[config.mk]
export PLATFORM = sky130hd
export DESIGN_NAME = adc_ctl_top
export DESIGN_NICKNAME = d
export VERILOG_FILES = /design/src/rtl/adc_ctl_pkg.sv /design/src/rtl/adc_sync.sv /design/src/rtl/adc_conv_ctrl.sv /design/src/rtl/adc_serial_port.sv /design/src/rtl/adc_ctl_top.sv
export SDC_FILE = /design/constraint.sdc
export NUM_CORES = 1
export LEC_CHECK = 0
export BUFFER_PORTS_ARGS = -buffer_cell sky130_fd_sc_hd__buf_2
export CAP_MARGIN = 20
export CELL_PAD_IN_SITES_DETAIL_PLACEMENT = 1
export CELL_PAD_IN_SITES_GLOBAL_PLACEMENT = 1
export CORE_MARGIN = 5
export CORE_UTILIZATION = 44
export CTS_CLUSTER_SIZE = 24
export DETAILED_ROUTE_END_ITERATION = 16
export GPL_TIMING_DRIVEN = 0
export HOLD_SLACK_MARGIN = 0.02
export PLACE_DENSITY_LB_ADDON = 0.1
export REMOVE_ABC_BUFFERS = 1
export SYNTH_ARGS = -nofsm -noshare
export SYNTH_HDL_FRONTEND = slang
export SYNTH_SLANG_ARGS = --single-unit
[constraint.sdc]
create_clock -name clk -period 2.31 [get_ports clk]
set_clock_uncertainty 0.05 [all_clocks]
set_input_delay 0.462 -clock clk [delete_from_list [all_inputs] [get_ports clk]]
set_output_delay 0.462 -clock clk [all_outputs]
set_load 0.01 [all_outputs]
[src/rtl/adc_ctl_pkg.sv]
package adc_ctl_pkg;
    // Power / activity state of the conversion controller
    typedef enum logic [1:0] {
        PW_READY = 2'd0,
        PW_CONV  = 2'd1,
        PW_DOWN  = 2'd2,
        PW_WAKE  = 2'd3
    } pwr_st_e;

    // Falling-edge window of a read in which a chip-select release arms a reset
    localparam int ARM_FIRST = 2;
    localparam int ARM_LAST  = 7;
endpackage

[src/rtl/adc_sync.sv]
module adc_sync #(
    parameter int         W       = 3,
    parameter int         STAGES  = 2,
    parameter logic [W-1:0] RST_VAL = '0
) (
    input  logic         clk,
    input  logic         rst_n,
    input  logic [W-1:0] async_i,
    output logic [W-1:0] lvl_o,
    output logic [W-1:0] prev_o
);
    // chain_q[0] first flop, chain_q[STAGES-1] synchronised, chain_q[STAGES] one cycle older
    logic [STAGES:0][W-1:0] chain_d, chain_q;

    always_comb begin
        chain_d = {chain_q[STAGES-1:0], async_i};
    end

    always_ff @(posedge clk or negedge rst_n) begin
        if (!rst_n) chain_q <= {(STAGES+1){RST_VAL}};
        else        chain_q <= chain_d;
    end

    assign lvl_o  = chain_q[STAGES-1];
    assign prev_o = chain_q[STAGES];
endmodule

[src/rtl/adc_conv_ctrl.sv]
module adc_conv_ctrl
    import adc_ctl_pkg::*;
#(
    parameter int DW       = 12,
    parameter int CONV_CYC = 65,
    parameter int WAKE_CYC = 10000
) (
    input  logic          clk,
    input  logic          rst_n,
    input  logic          cv_lvl,
    input  logic          cv_rise,
    input  logic          cv_fall,
    input  logic [DW-1:0] sample_i,
    input  logic          arm_i,
    output logic          eoc_o,
    output logic [DW-1:0] eoc_word_o,
    output logic [DW-1:0] result_o,
    output logic          busy_o,
    output logic          pdown_o,
    output logic          wake_o,
    output logic          no_swrst_o
);
    localparam int MAXC = (CONV_CYC > WAKE_CYC) ? CONV_CYC : WAKE_CYC;
    localparam int CW   = $clog2(MAXC + 1);

    typedef struct packed {
        pwr_st_e       st;
        logic [CW-1:0] cnt;
        logic [DW-1:0] smp;
        logic [DW-1:0] res;
        logic          noswrst;
    } conv_t;

    conv_t d, q;
    logic  eoc;

    always_comb begin
        d   = q;
        eoc = 1'b0;
        unique case (q.st)
            PW_READY: begin
                if (cv_fall) begin
                    d.st  = PW_CONV;
                    d.cnt = CW'(CONV_CYC - 1);
                    d.smp = sample_i;
                end
            end
            PW_CONV: begin
                if (q.cnt == '0) begin
                    eoc   = 1'b1;
                    d.res = arm_i ? '0 : q.smp;
                    if (arm_i) d.noswrst = 1'b0;
                    d.st  = cv_lvl ? PW_READY : PW_DOWN;
                end else begin
                    d.cnt = q.cnt - CW'(1);
                end
            end
            PW_DOWN: begin
                if (cv_rise) begin
                    d.st  = PW_WAKE;
                    d.cnt = CW'(WAKE_CYC - 1);
                end
            end
            PW_WAKE: begin
                if (q.cnt == '0) d.st  = PW_READY;
                else             d.cnt = q.cnt - CW'(1);
            end
            default: d.st = PW_READY;
        endcase
    end

    always_ff @(posedge clk or negedge rst_n) begin
        if (!rst_n) begin
            q.st      <= PW_READY;
            q.cnt     <= '0;
            q.smp     <= '0;
            q.res     <= '0;
            q.noswrst <= 1'b1;
        end else begin
            q <= d;
        end
    end

    assign eoc_o      = eoc;
    assign eoc_word_o = arm_i ? '0 : q.smp;
    assign result_o   = q.res;
    assign busy_o     = (q.st == PW_CONV);
    assign pdown_o    = (q.st == PW_DOWN);
    assign wake_o     = (q.st == PW_WAKE);
    assign no_swrst_o = q.noswrst;

    // the frozen sample does not move while converting
    a_r1_sample_frozen: assert property (@(posedge clk) disable iff (!rst_n)
        (q.st == PW_CONV) |=> $stable(q.smp));

    // a new start edge mid-conversion neither restarts nor stalls the count
    a_r2_no_retrigger: assert property (@(posedge clk) disable iff (!rst_n)
        (q.st == PW_CONV && q.cnt != '0 && cv_fall) |=>
            (q.st == PW_CONV && q.cnt == $past(q.cnt) - CW'(1)));

    // low convert-start at end of conversion lands in power-down
    a_r3_low_powers_down: assert property (@(posedge clk) disable iff (!rst_n)
        (eoc && !cv_lvl) |=> (q.st == PW_DOWN));

    // no conversion can begin straight out of the power-up wait
    a_r4_wake_no_conv: assert property (@(posedge clk) disable iff (!rst_n)
        (q.st == PW_WAKE) |=> (q.st != PW_CONV));

    // the no-reset-yet flag never comes back
    a_r10_flag_one_way: assert property (@(posedge clk) disable iff (!rst_n)
        !$rose(q.noswrst));
endmodule

[src/rtl/adc_serial_port.sv]
module adc_serial_port
    import adc_ctl_pkg::*;
#(
    parameter int DW = 12
) (
    input  logic          clk,
    input  logic          rst_n,
    input  logic          cs_lvl,
    input  logic          cs_rise,
    input  logic          cs_fall,
    input  logic          sck_fall,
    input  logic          eoc_i,
    input  logic [DW-1:0] eoc_word_i,
    input  logic [DW-1:0] rdata_i,
    output logic          sdo_o,
    output logic          sdo_oe_o,
    output logic          bframe_o,
    output logic          arm_o
);
    localparam int FCW = $clog2(DW + 2);

    typedef struct packed {
        logic [DW:0]    sh;
        logic           oe;
        logic           act;
        logic [FCW-1:0] nf;
        logic [FCW-1:0] lim;
        logic           bframe;
        logic           arm;
    } ser_t;

    ser_t d, q;

    always_comb begin
        d = q;
        if (eoc_i) d.arm = 1'b0;   // armed reset is consumed by this end of conversion
        if (cs_rise) begin
            d.oe  = 1'b0;
            d.act = 1'b0;
            if (q.act && q.nf >= FCW'(ARM_FIRST) && q.nf <= FCW'(ARM_LAST))
                d.arm = 1'b1;
        end else if (eoc_i) begin
            d.bframe = !cs_lvl;
            if (!cs_lvl) begin
                d.sh  = {1'b0, eoc_word_i};
                d.oe  = 1'b1;
                d.act = 1'b1;
                d.nf  = '0;
                d.lim = FCW'(DW + 1);
            end
        end else if (cs_fall) begin
            d.sh  = {rdata_i, 1'b0};
            d.oe  = 1'b1;
            d.act = 1'b1;
            d.nf  = '0;
            d.lim = FCW'(DW);
        end else if (sck_fall && q.act && q.nf < q.lim) begin
            d.nf = q.nf + FCW'(1);
            d.sh = {q.sh[DW-1:0], 1'b0};
            if (q.nf + FCW'(1) == q.lim) d.oe = 1'b0;
        end
    end

    always_ff @(posedge clk or negedge rst_n) begin
        if (!rst_n) begin
            q.sh     <= '0;
            q.oe     <= 1'b0;
            q.act    <= 1'b0;
            q.nf     <= '0;
            q.lim    <= '0;
            q.bframe <= 1'b0;
            q.arm    <= 1'b0;
        end else begin
            q <= d;
        end
    end

    assign sdo_o    = q.sh[DW];
    assign sdo_oe_o = q.oe;
    assign bframe_o = q.bframe;
    assign arm_o    = q.arm;

    // releasing chip select always turns the driver off
    a_r8_cs_release: assert property (@(posedge clk) disable iff (!rst_n)
        cs_rise |=> !q.oe);

    // busy-indicator framing leads with a driven low level
    a_r6_lead_low: assert property (@(posedge clk) disable iff (!rst_n)
        (eoc_i && !cs_lvl) |=> (q.oe && !q.sh[DW]));

    // a plain read shows the MSB as soon as chip select falls
    a_r7_msb_first: assert property (@(posedge clk) disable iff (!rst_n)
        (cs_fall && !eoc_i) |=> (q.oe && q.sh[DW] == $past(rdata_i[DW-1])));
endmodule

[src/rtl/adc_ctl_top.sv]
module adc_ctl_top #(
    parameter int DW       = 12,
    parameter int CONV_CYC = 65,
    parameter int WAKE_CYC = 10000
) (
    input  logic          clk,
    input  logic          rst_n,
    input  logic          convst_n,
    input  logic          cs_n,
    input  logic          sclk,
    input  logic [DW-1:0] sample_i,
    output logic          sdo,
    output logic          sdo_oe,
    output logic          busy,
    output logic          pdown,
    output logic          waking,
    output logic          busy_frame,
    output logic          no_swrst
);
    // bit 0 convst_n, bit 1 cs_n, bit 2 sclk
    logic [2:0]    s_lvl, s_prev;
    logic          cv_rise, cv_fall, cs_rise, cs_fall, sck_fall;
    logic          eoc, arm;
    logic [DW-1:0] eoc_word, result;

    adc_sync #(.W(3), .STAGES(2), .RST_VAL(3'b011)) i_sync (
        .clk     (clk),
        .rst_n   (rst_n),
        .async_i ({sclk, cs_n, convst_n}),
        .lvl_o   (s_lvl),
        .prev_o  (s_prev)
    );

    assign cv_rise  =  s_lvl[0] & ~s_prev[0];
    assign cv_fall  = ~s_lvl[0] &  s_prev[0];
    assign cs_rise  =  s_lvl[1] & ~s_prev[1];
    assign cs_fall  = ~s_lvl[1] &  s_prev[1];
    assign sck_fall = ~s_lvl[2] &  s_prev[2];

    adc_conv_ctrl #(.DW(DW), .CONV_CYC(CONV_CYC), .WAKE_CYC(WAKE_CYC)) i_conv (
        .clk        (clk),
        .rst_n      (rst_n),
        .cv_lvl     (s_lvl[0]),
        .cv_rise    (cv_rise),
        .cv_fall    (cv_fall),
        .sample_i   (sample_i),
        .arm_i      (arm),
        .eoc_o      (eoc),
        .eoc_word_o (eoc_word),
        .result_o   (result),
        .busy_o     (busy),
        .pdown_o    (pdown),
        .wake_o     (waking),
        .no_swrst_o (no_swrst)
    );

    adc_serial_port #(.DW(DW)) i_ser (
        .clk        (clk),
        .rst_n      (rst_n),
        .cs_lvl     (s_lvl[1]),
        .cs_rise    (cs_rise),
        .cs_fall    (cs_fall),
        .sck_fall   (sck_fall),
        .eoc_i      (eoc),
        .eoc_word_i (eoc_word),
        .rdata_i    (result),
        .sdo_o      (sdo),
        .sdo_oe_o   (sdo_oe),
        .bframe_o   (busy_frame),
        .arm_o      (arm)
    );
endmodule

---- Word level (Yosys, flattened, before mapping) ----
Cells that the tools add are included.
operators by class
  add/subtract/negate cells ............... 2
  order comparisons ....................... 3
  equal/unequal tests ..................... 10
  muxes and demuxes ....................... 23
  bitwise operators ....................... 11
  reductions and logical operators ........ 22
operators with widths
  kind                                                 number
  case mux 16 bit (4 select lines)                     1
  two-way mux 23 bit                                   2
  two-way mux 14 bit                                   3
  two-way mux 28 bit                                   1
  two-way mux 16 bit                                   1
  zero test 14 bit                                     1
  subtractor 14 x 1 -> 14 bit, second input constant   1
  two-way mux 12 bit                                   1
  two-way mux 4 bit                                    3
  AND reduction 3 bit                                  4
  AND reduction 2 bit                                  5
  two-way mux 2 bit                                    4
  nonzero test 4 bit                                   2
  two-way mux 1 bit                                    7
  != test 2 x 1 -> 1 bit, second input constant        3
  inverter 1 bit                                       6
  nonzero test 3 bit                                   2
  bitwise AND 1 bit                                    5
  adder 4 x 1 -> 4 bit, second input constant          1
  equality test 2 bit, second input constant           2
  equality test 4 bit                                  1
  >= comparator 4 x 2 -> 1 bit, second input constant  1
  <= comparator 4 x 3 -> 1 bit, second input constant  1
  logical AND 1 bit                                    4
  8 further kinds                                      9
word-level totals
  flip-flop bits (word level) ............. 75
  input port bits ......................... 17
  output and inout bits ................... 7
  word-level logic and storage cells ...... 86

---- Longest topological paths before layout ----
Gate-level depths: netlist (run 1).
  depth in word-level cells ............... 8
  mapped depth ............................ 9
  depth with buffers taken out ............ 7

---- By module ----
Synthesis (run 1) repeated with hierarchy kept, for this count alone.
second synthesis, totals
  cells, all modules ...................... 350
  area, all modules ....................... 3892.5 um^2
modules (own cells, without submodules)
  module           times used  cells each  area each (um^2)  seq. area each (um^2)
  adc_conv_ctrl    1           193         2179.6            1027.2
  adc_serial_port  1           140         1416.4            575.6
  adc_sync         1           12          255.2             232.7
  adc_ctl_top      1           5           41.3              0.0

---- Worst setup path before layout (run 1) ----
No wires, ideal clock.
  path type ............................... reg-to-reg
  from .................................... reg i_conv.q[25] in the netlist's numbering
  to ...................................... reg i_ser.q[14] in the netlist's numbering
  library setup time ...................... 126 ps
  data arrival time ....................... 1977 ps
  required time ........................... 2134 ps
  slack ................................... 157 ps
  cell stages (with the launch flop) ...... 8
  buffers on the path ..................... 1
  clock period less this slack ............ 2153 ps
  path through ............................ dfrtp_1 -> inv_1 -> ha_1 -> nor4b_2 -> a41oi_2 -> a221oi_4 -> buf_2 -> a21oi_1
on the way
  longest elaborated chain between the ends .. 5
  elaborated cells on any way between the ends .. 7
  classes of those cells .................. eq/ne (1); mux (3); reduce/logical (3)
RTL lines
  element                                                                      line                   source
  start, declared                                                              adc_conv_ctrl.sv:34    conv_t d, q;
  zero test 14 bit (*)                                                         adc_conv_ctrl.sv:49    if (q.cnt == '0) begin
  two-way mux 1 bit (*)                                                        adc_conv_ctrl.sv:49
  two-way mux 1 bit (*)                                                        adc_conv_ctrl.sv:40    unique case (q.st)
  != test 2 bit (no source line) / nonzero test 3 bit (equally long branches)  --
  AND reduction 3 bit (no source line)                                         --
  end, declared                                                                adc_serial_port.sv:32  ser_t d, q;
Mark *: on every way between the ends. The rest lies on a longest branch, timed or not.
A chain may end at the register's enable or synchronous reset.

==> results.sh, run 1 <==
export IMPL_status="finished, final reports clean"
export IMPL_cts_buffer_depth=2
export IMPL_period_share=0.9716
export IMPL_p_leak_uw=0.001942
export IMPL_io_buffers=23
export IMPL_synth_top_flop_cell="dfrtp_1"
export IMPL_stdcell_area_sq_um=4454
export IMPL_cts_sinks=73
export IMPL_synth_compound_area_frac=0.1819
export IMPL_yosys_warnings=0
export IMPL_crit_required_ps=2500
export IMPL_grt_start_max_net_pins=50
export IMPL_drt_initial_drc_count=66
export IMPL_io_pins=24
export IMPL_antenna_found_initial=0
export IMPL_chipHeight_microns=101.6
export IMPL_die_w_microns=101.6
export IMPL_final_nets=409
export IMPL_synth_xor_area_frac=0.02371
export IMPL_yosysTopAreaCellShare=0.4472
export IMPL_slew_violations=0
export IMPL_synthArstFlopShare=1.000
export IMPL_drtPass1Iterations=4
export IMPL_hp_class="in -> reg"
export IMPL_r2r_start="i_conv.q[25]"
export IMPL_muxShareOfSynthArea=0.07825
export IMPL_synth_top_family_by_area="compound AO/OA/AOI/OAI gates"
export IMPL_start_util=0.4495
export IMPL_grt_ovfl_total=0
export IMPL_crit_path_end_kind="flop"
export IMPL_avgViaCountPerCell=5.661
export IMPL_synth_edf_count=0
export IMPL_insertion_delay_ps=350
export IMPL_vias=2785
export IMPL_cp_startpoint="i_conv.q[25]"
export IMPL_yosysUniqueCellTypes=60
export IMPL_row_count=33
export IMPL_setup_tns_ps=0
export IMPL_clock_root_buffer="clkbuf_8"
export IMPL_avgSynthCellArea_sq_um=10.86
export IMPL_area_delta_synth_final_pct=20.60
export IMPL_vdd_drop_max_uv=478.5
export IMPL_synth_top_area_cell="dfrtp_1"
export IMPL_final_setup_viol_count=0
export IMPL_start_kind="flop"
export IMPL_final_layout_size_suffix_gt1_frac=0.3152
export IMPL_placed_area_sq_um=3897
export IMPL_gr_usage_all_layers=0.1912
export IMPL_wl_per_cell_microns=18.74
export IMPL_grt_pass1_vias=2886
export IMPL_timing_hold_violations_final=0
export IMPL_post_route_min_period_ps=2244
export IMPL_powerDensity_nw_per_um2=1008
export IMPL_antenna_left=0
export IMPL_synthTopCellsByCount="dfrtp_1, nor2_1, a21oi_1"
export IMPL_numCtsBuffers=9
export IMPL_crit_arrival_ps=2440
export IMPL_min_from="cs_n"
export IMPL_dieArea_sq_um=10330
export IMPL_cts_tree="done"
export IMPL_critPathMaxFanout=4
export IMPL_synth_simple_area_share=0.1416
export IMPL_synth_fa_ha_area_frac=0.03388
export IMPL_core_area_sq_um=8217
export IMPL_slew_headroom=0.4666
export IMPL_dp_final_hpwl_mm=5.542
export IMPL_ys_seq_area_frac=0.4970
export IMPL_cts_max_level=3
export IMPL_drv_cap=0
export IMPL_ys_ff_latch=73
export IMPL_synth_area_top_cells="dfrtp_1, dfstp_2, a21oi_1"
export IMPL_drc=0
export IMPL_worstMarginPinSlew_ps=797.5
export IMPL_clock_fmax_ghz=0.4455
export IMPL_syn_instance_count=340
export IMPL_grt_pass1_wl_mm=15.11
export IMPL_diodes=0
export IMPL_syn_cell_area_sq_um=3694
export IMPL_gp_congestion=0.7817
export IMPL_drt_total_wl_mm=9.218
export IMPL_clkTransAtPathRegs_ps=80
export IMPL_criticalPathCategory="reg -> reg"
export IMPL_synth_most_common_cell="dfrtp_1"
-- stage by stage --
stage / cells / setup WS [ps] / hold WS, ps / utilization / power (uW)
floorplan: 320 / -733.5 / 116.4 / - / 2827
global placement: 448 / -1809 / 284.2 / 0.4667 / 3090
detailed placement: 451 / -833.2 / 286.3 / 0.4743 / 3166
CTS: 477 / -14.15 / 139.5 / 0.5226 / 4367
global route: 492 / -22.23 / 132.8 / 0.5421 / 4793
finish: 492 / 65.55 / 148.7 / 0.5421 / 4490
-- power by group --
| group | total (uW) | internal, uW | switching (uW) |
|---|---|---|---|
| Combinational | 1340 | 706 | 631 |
| Clock | 1060 | 555 | 509 |
| Sequential | 2090 | 1640 | 445 |
-- layout make-up --
type	count	area (sq um)
Clock buffer	11	151.4
Tap cell	105	131.4
Clock inverter	5	53.80
Fill cell	885	3762
Inverter	15	56.30
Sequential cell	73	1844
Timing Repair Buffer	49	367.9
Multi-Input combinational cell	234	1849
-- cell families (layout without fill, tap and decap cells) --
group	count (synthesis)	after routing
compound gates	93	94
simple gates	93	94
xor+xnor	10	10
fa+ha+maj	10	10
flops	73	73
mux	26	26
buf+inv	35	80
-- path summary, 6_finish.rpt --
kind	end	slack, ps	depth (start not counted)
min reg2reg	i_sync.lvl_o[2]	300	0
min in group asynchronous	i_ser.q[4]	500	2
max in group asynchronous	i_sync.lvl_o[1]	1110	3
max	flop	70	7
min	i_sync.chain_d[4]	150	1
max reg2reg	flop	70	7
-- layer usage --
| metal | part of all wire | track usage |
|---|---|---|
| met3 | 0.028 | 0.04339 |
| met4 | 0.013 | 0.05930 |
| met5 | 0 | 0 |
| met2 | 0.48 | 0.3003 |
| met1 | 0.48 | 0.2640 |
-- worst max-delay path: stages (launching register included) --
cell and delay [ps]:
dfrtp_1 410, inv_2 110, ha_4 160, or4b_4 500, o41ai_4 380, buf_4 180, xnor2_1 50, a221o_1 300
-- cell usage in the layout, fill, tap and decap left out, types with 7 or more instances in the layout --
cell type / count
dfrtp_1: 61
nor2_1: 33
a21oi_1: 30
buf_2: 22
buf_4: 22
a22o_1: 16
o21ai_0: 14
inv_1: 13
mux2_2: 13
nand2_1: 12
mux2i_1: 12
clkbuf_8: 11
nor3_1: 8
ha_1: 7
dfstp_2: 7
-- what timing repair did --
| action | CTS | global route |
|---|---|---|
| resized for setup | 21 | 13 |
| hold endpoints to repair | 20 | 0 |
| pin swaps | 5 | 6 |
| buffers inserted | 7 | 15 |
| endpoints found under the setup margin | 55 | 51 |
| cloned | 2 | 0 |
| hold buffers | 1 | 0 |
(Power assumes the default switching activity.)
==> run 2: changes to the inputs <==
--- a/config.mk
+++ b/config.mk
@@ -16,7 +16,6 @@
 export GPL_TIMING_DRIVEN = 0
 export HOLD_SLACK_MARGIN = 0.02
 export PLACE_DENSITY_LB_ADDON = 0.1
-export REMOVE_ABC_BUFFERS = 1
 export SYNTH_ARGS = -nofsm -noshare
 export SYNTH_HDL_FRONTEND = slang
 export SYNTH_SLANG_ARGS = --single-unit
==> constraint.sdc (replaced) <==
create_clock -name clk -period 2.31 [get_ports clk]
set_clock_uncertainty 0.05 [all_clocks]
set_input_delay 0.1155 -clock clk [delete_from_list [all_inputs] [get_ports clk]]
set_output_delay 0.1155 -clock clk [all_outputs]
set_load 0.01 [all_outputs]
==> run 2 against run 1 <==
Combinational power grew 9%. Sequential cell count is the same. Worst setup slack lost 11 ps. Via count grew 3.7%. Critical path type unchanged.
==> results.sh, run 2 (synthesis results as in run 1) <==
export IMPL_status="finished, final reports clean"
export IMPL_numCtsBuffers=9
export IMPL_dieArea_sq_um=10330
export IMPL_crit_arrival_ps=2440
export IMPL_start_util=0.4495
export IMPL_chipHeight_microns=101.6
export IMPL_gp_congestion=0.8091
export IMPL_insertion_delay_ps=350
export IMPL_io_buffers=23
export IMPL_core_area_sq_um=8217
export IMPL_powerDensity_nw_per_um2=960.9
export IMPL_dp_final_hpwl_mm=6.100
export IMPL_cts_buffer_depth=2
export IMPL_grt_setup_unrepaired="yes"
export IMPL_drt_initial_drc_count=80
export IMPL_row_count=33
export IMPL_placement_setup_worst_slack_ps=-402.5
export IMPL_area_delta_synth_final_pct=24.66
export IMPL_layout_common_cells="dfrtp_1, nor2_1, a21oi_1, buf_2, buf_4"
export IMPL_setup_tns_ps=0
export IMPL_crit_path_max_incr_delay_ps=500
export IMPL_fillers=901
export IMPL_worstMarginPinSlew_ps=673.1
export IMPL_fin_cells=523
export IMPL_critical_path_slowest_cell="or4b_4"
export IMPL_fin_ws_ps=54.61
export IMPL_crit_path_end_kind="flop"
export IMPL_hp_class="in -> async"
export IMPL_drtPass1Iterations=4
export IMPL_avgViaCountPerCell=5.522
export IMPL_antenna_found_initial=0
export IMPL_slew_violations=0
export IMPL_timing_hold_violations_final=0
export IMPL_p_leak_uw=0.002046
export IMPL_cts_max_level=3
export IMPL_period_share=0.9764
export IMPL_post_route_min_period_ps=2255
export IMPL_grt_pass1_vias=2990
export IMPL_io_pins=24
export IMPL_drc=0
export IMPL_die_w_microns=101.6
export IMPL_cts_tree="done"
export IMPL_clock_fmax_ghz=0.4434
export IMPL_criticalPathCategory="reg -> reg"
export IMPL_dp_cells=469
export IMPL_cts_sinks=73
export IMPL_antenna_left=0
export IMPL_crit_chain="inv_2 -> ha_4 -> or4b_4 -> o41ai_4 -> buf_4 -> xnor2_1 -> a221o_1"
export IMPL_drv_cap=0
export IMPL_diodes=0
export IMPL_final_common_cell="dfrtp_1"
export IMPL_grt_start_max_net_pins=60
export IMPL_final_layout_size_suffix_gt1_frac=0.2990
export IMPL_final_setup_viol_count=0
export IMPL_grt_pass1_wl_mm=15.32
export IMPL_crit_required_ps=2490
export IMPL_start_kind="flop"
export IMPL_critPathMaxFanout=4
export IMPL_vdd_drop_max_uv=474.6
export IMPL_vias=2888
export IMPL_grt_ovfl_total=0
export IMPL_wl_per_cell_microns=17.61
export IMPL_gr_usage_all_layers=0.1926
export IMPL_final_nets=440
export IMPL_syn_num_nets=367
export IMPL_clock_root_buffer="clkbuf_8"
export IMPL_drt_total_wl_mm=9.211
export IMPL_clkTransAtPathRegs_ps=80
export IMPL_slew_headroom=0.5504
## run 2: worst paths after layout
path | start | to | slack (ps) | cells after the start
worst max register to register | i_conv.q[25] | flop | 50 | 7
worst min-delay path | rst_n | i_sync.prev_o[2] | 110 | 2
max in group asynchronous | rst_n | i_sync.prev_o[1] | 1480 | 3
min in group clk | i_sync.chain_d[5] | i_sync.lvl_o[2] | 310 | 0
worst max-delay path | i_conv.q[25] | flop | 50 | 7
worst min register to register | i_sync.chain_d[5] | i_sync.lvl_o[2] | 310 | 0
## run 2: cell type report
class | instances | area (sq um) | area share
sequential | 73 | 1836 | 0.3986
inverter | 15 | 56.30 | 0.01223
tap | 105 | 131.4 | 0.02853
buffer | 19 | 121.4 | 0.02636
timing repair buffer | 63 | 479.2 | 0.1041
clock buffer | 11 | 131.4 | 0.02853
clock inverter | 5 | 56.30 | 0.01223
multi-input combinational | 232 | 1793 | 0.3894
## run 2: repair_timing
action | 4_1_cts | 5_1_grt
cloned | 1 | 0
hold buffers | 16 | 0
gates resized for setup | 18 | 13
buffers inserted | 6 | 16
setup endpoints to repair | 42 | 40
hold endpoints to repair | 84 | 0
pin swaps | 2 | 7
## run 2: worst max-delay path: cells and delay by family, from the launching register on
family,cells,cell delay (ps)
DFF,1,420
adders and majority gates,1,140
buffers and inverters,2,300
AOI/OAI and AO/OA,2,670
xor gates and xnor gates,1,60
and+or+nand+nor,1,500
## run 2: routing by layer
metal,wire length (microns),part of all wire,GRT usage,vias to the layer above
met5,0,0,0,-
met4,164,0.018,0.07771,0
met3,217,0.024,0.03099,15
met2,4290,0.47,0.2973,35
met1,4538,0.49,0.2708,1452
li1,-,-,-,1386
## run 2: metrics by stage
step           power (uW)  area, sq um  hold WS, ps    util
2_1_floorplan        2870         3694       -230.1       -
3_3_place_gp         3143         3940        171.2  0.4795
3_5_place_dp         3221         3970       -49.71  0.4832
4_1_cts              4321         4442        101.4  0.5406
5_1_grt              4711         4604        125.5  0.5604
6_report             4424         4604        111.8  0.5604
## run 2: power breakdown
| group | total (uW) | internal [uW] | switching, uW |
|---|---|---|---|
| clock network | 973 | 498 | 475 |
| registers | 1990 | 1640 | 351 |
| logic | 1460 | 744 | 716 |
| total | 4420 | 2880 | 1540 |
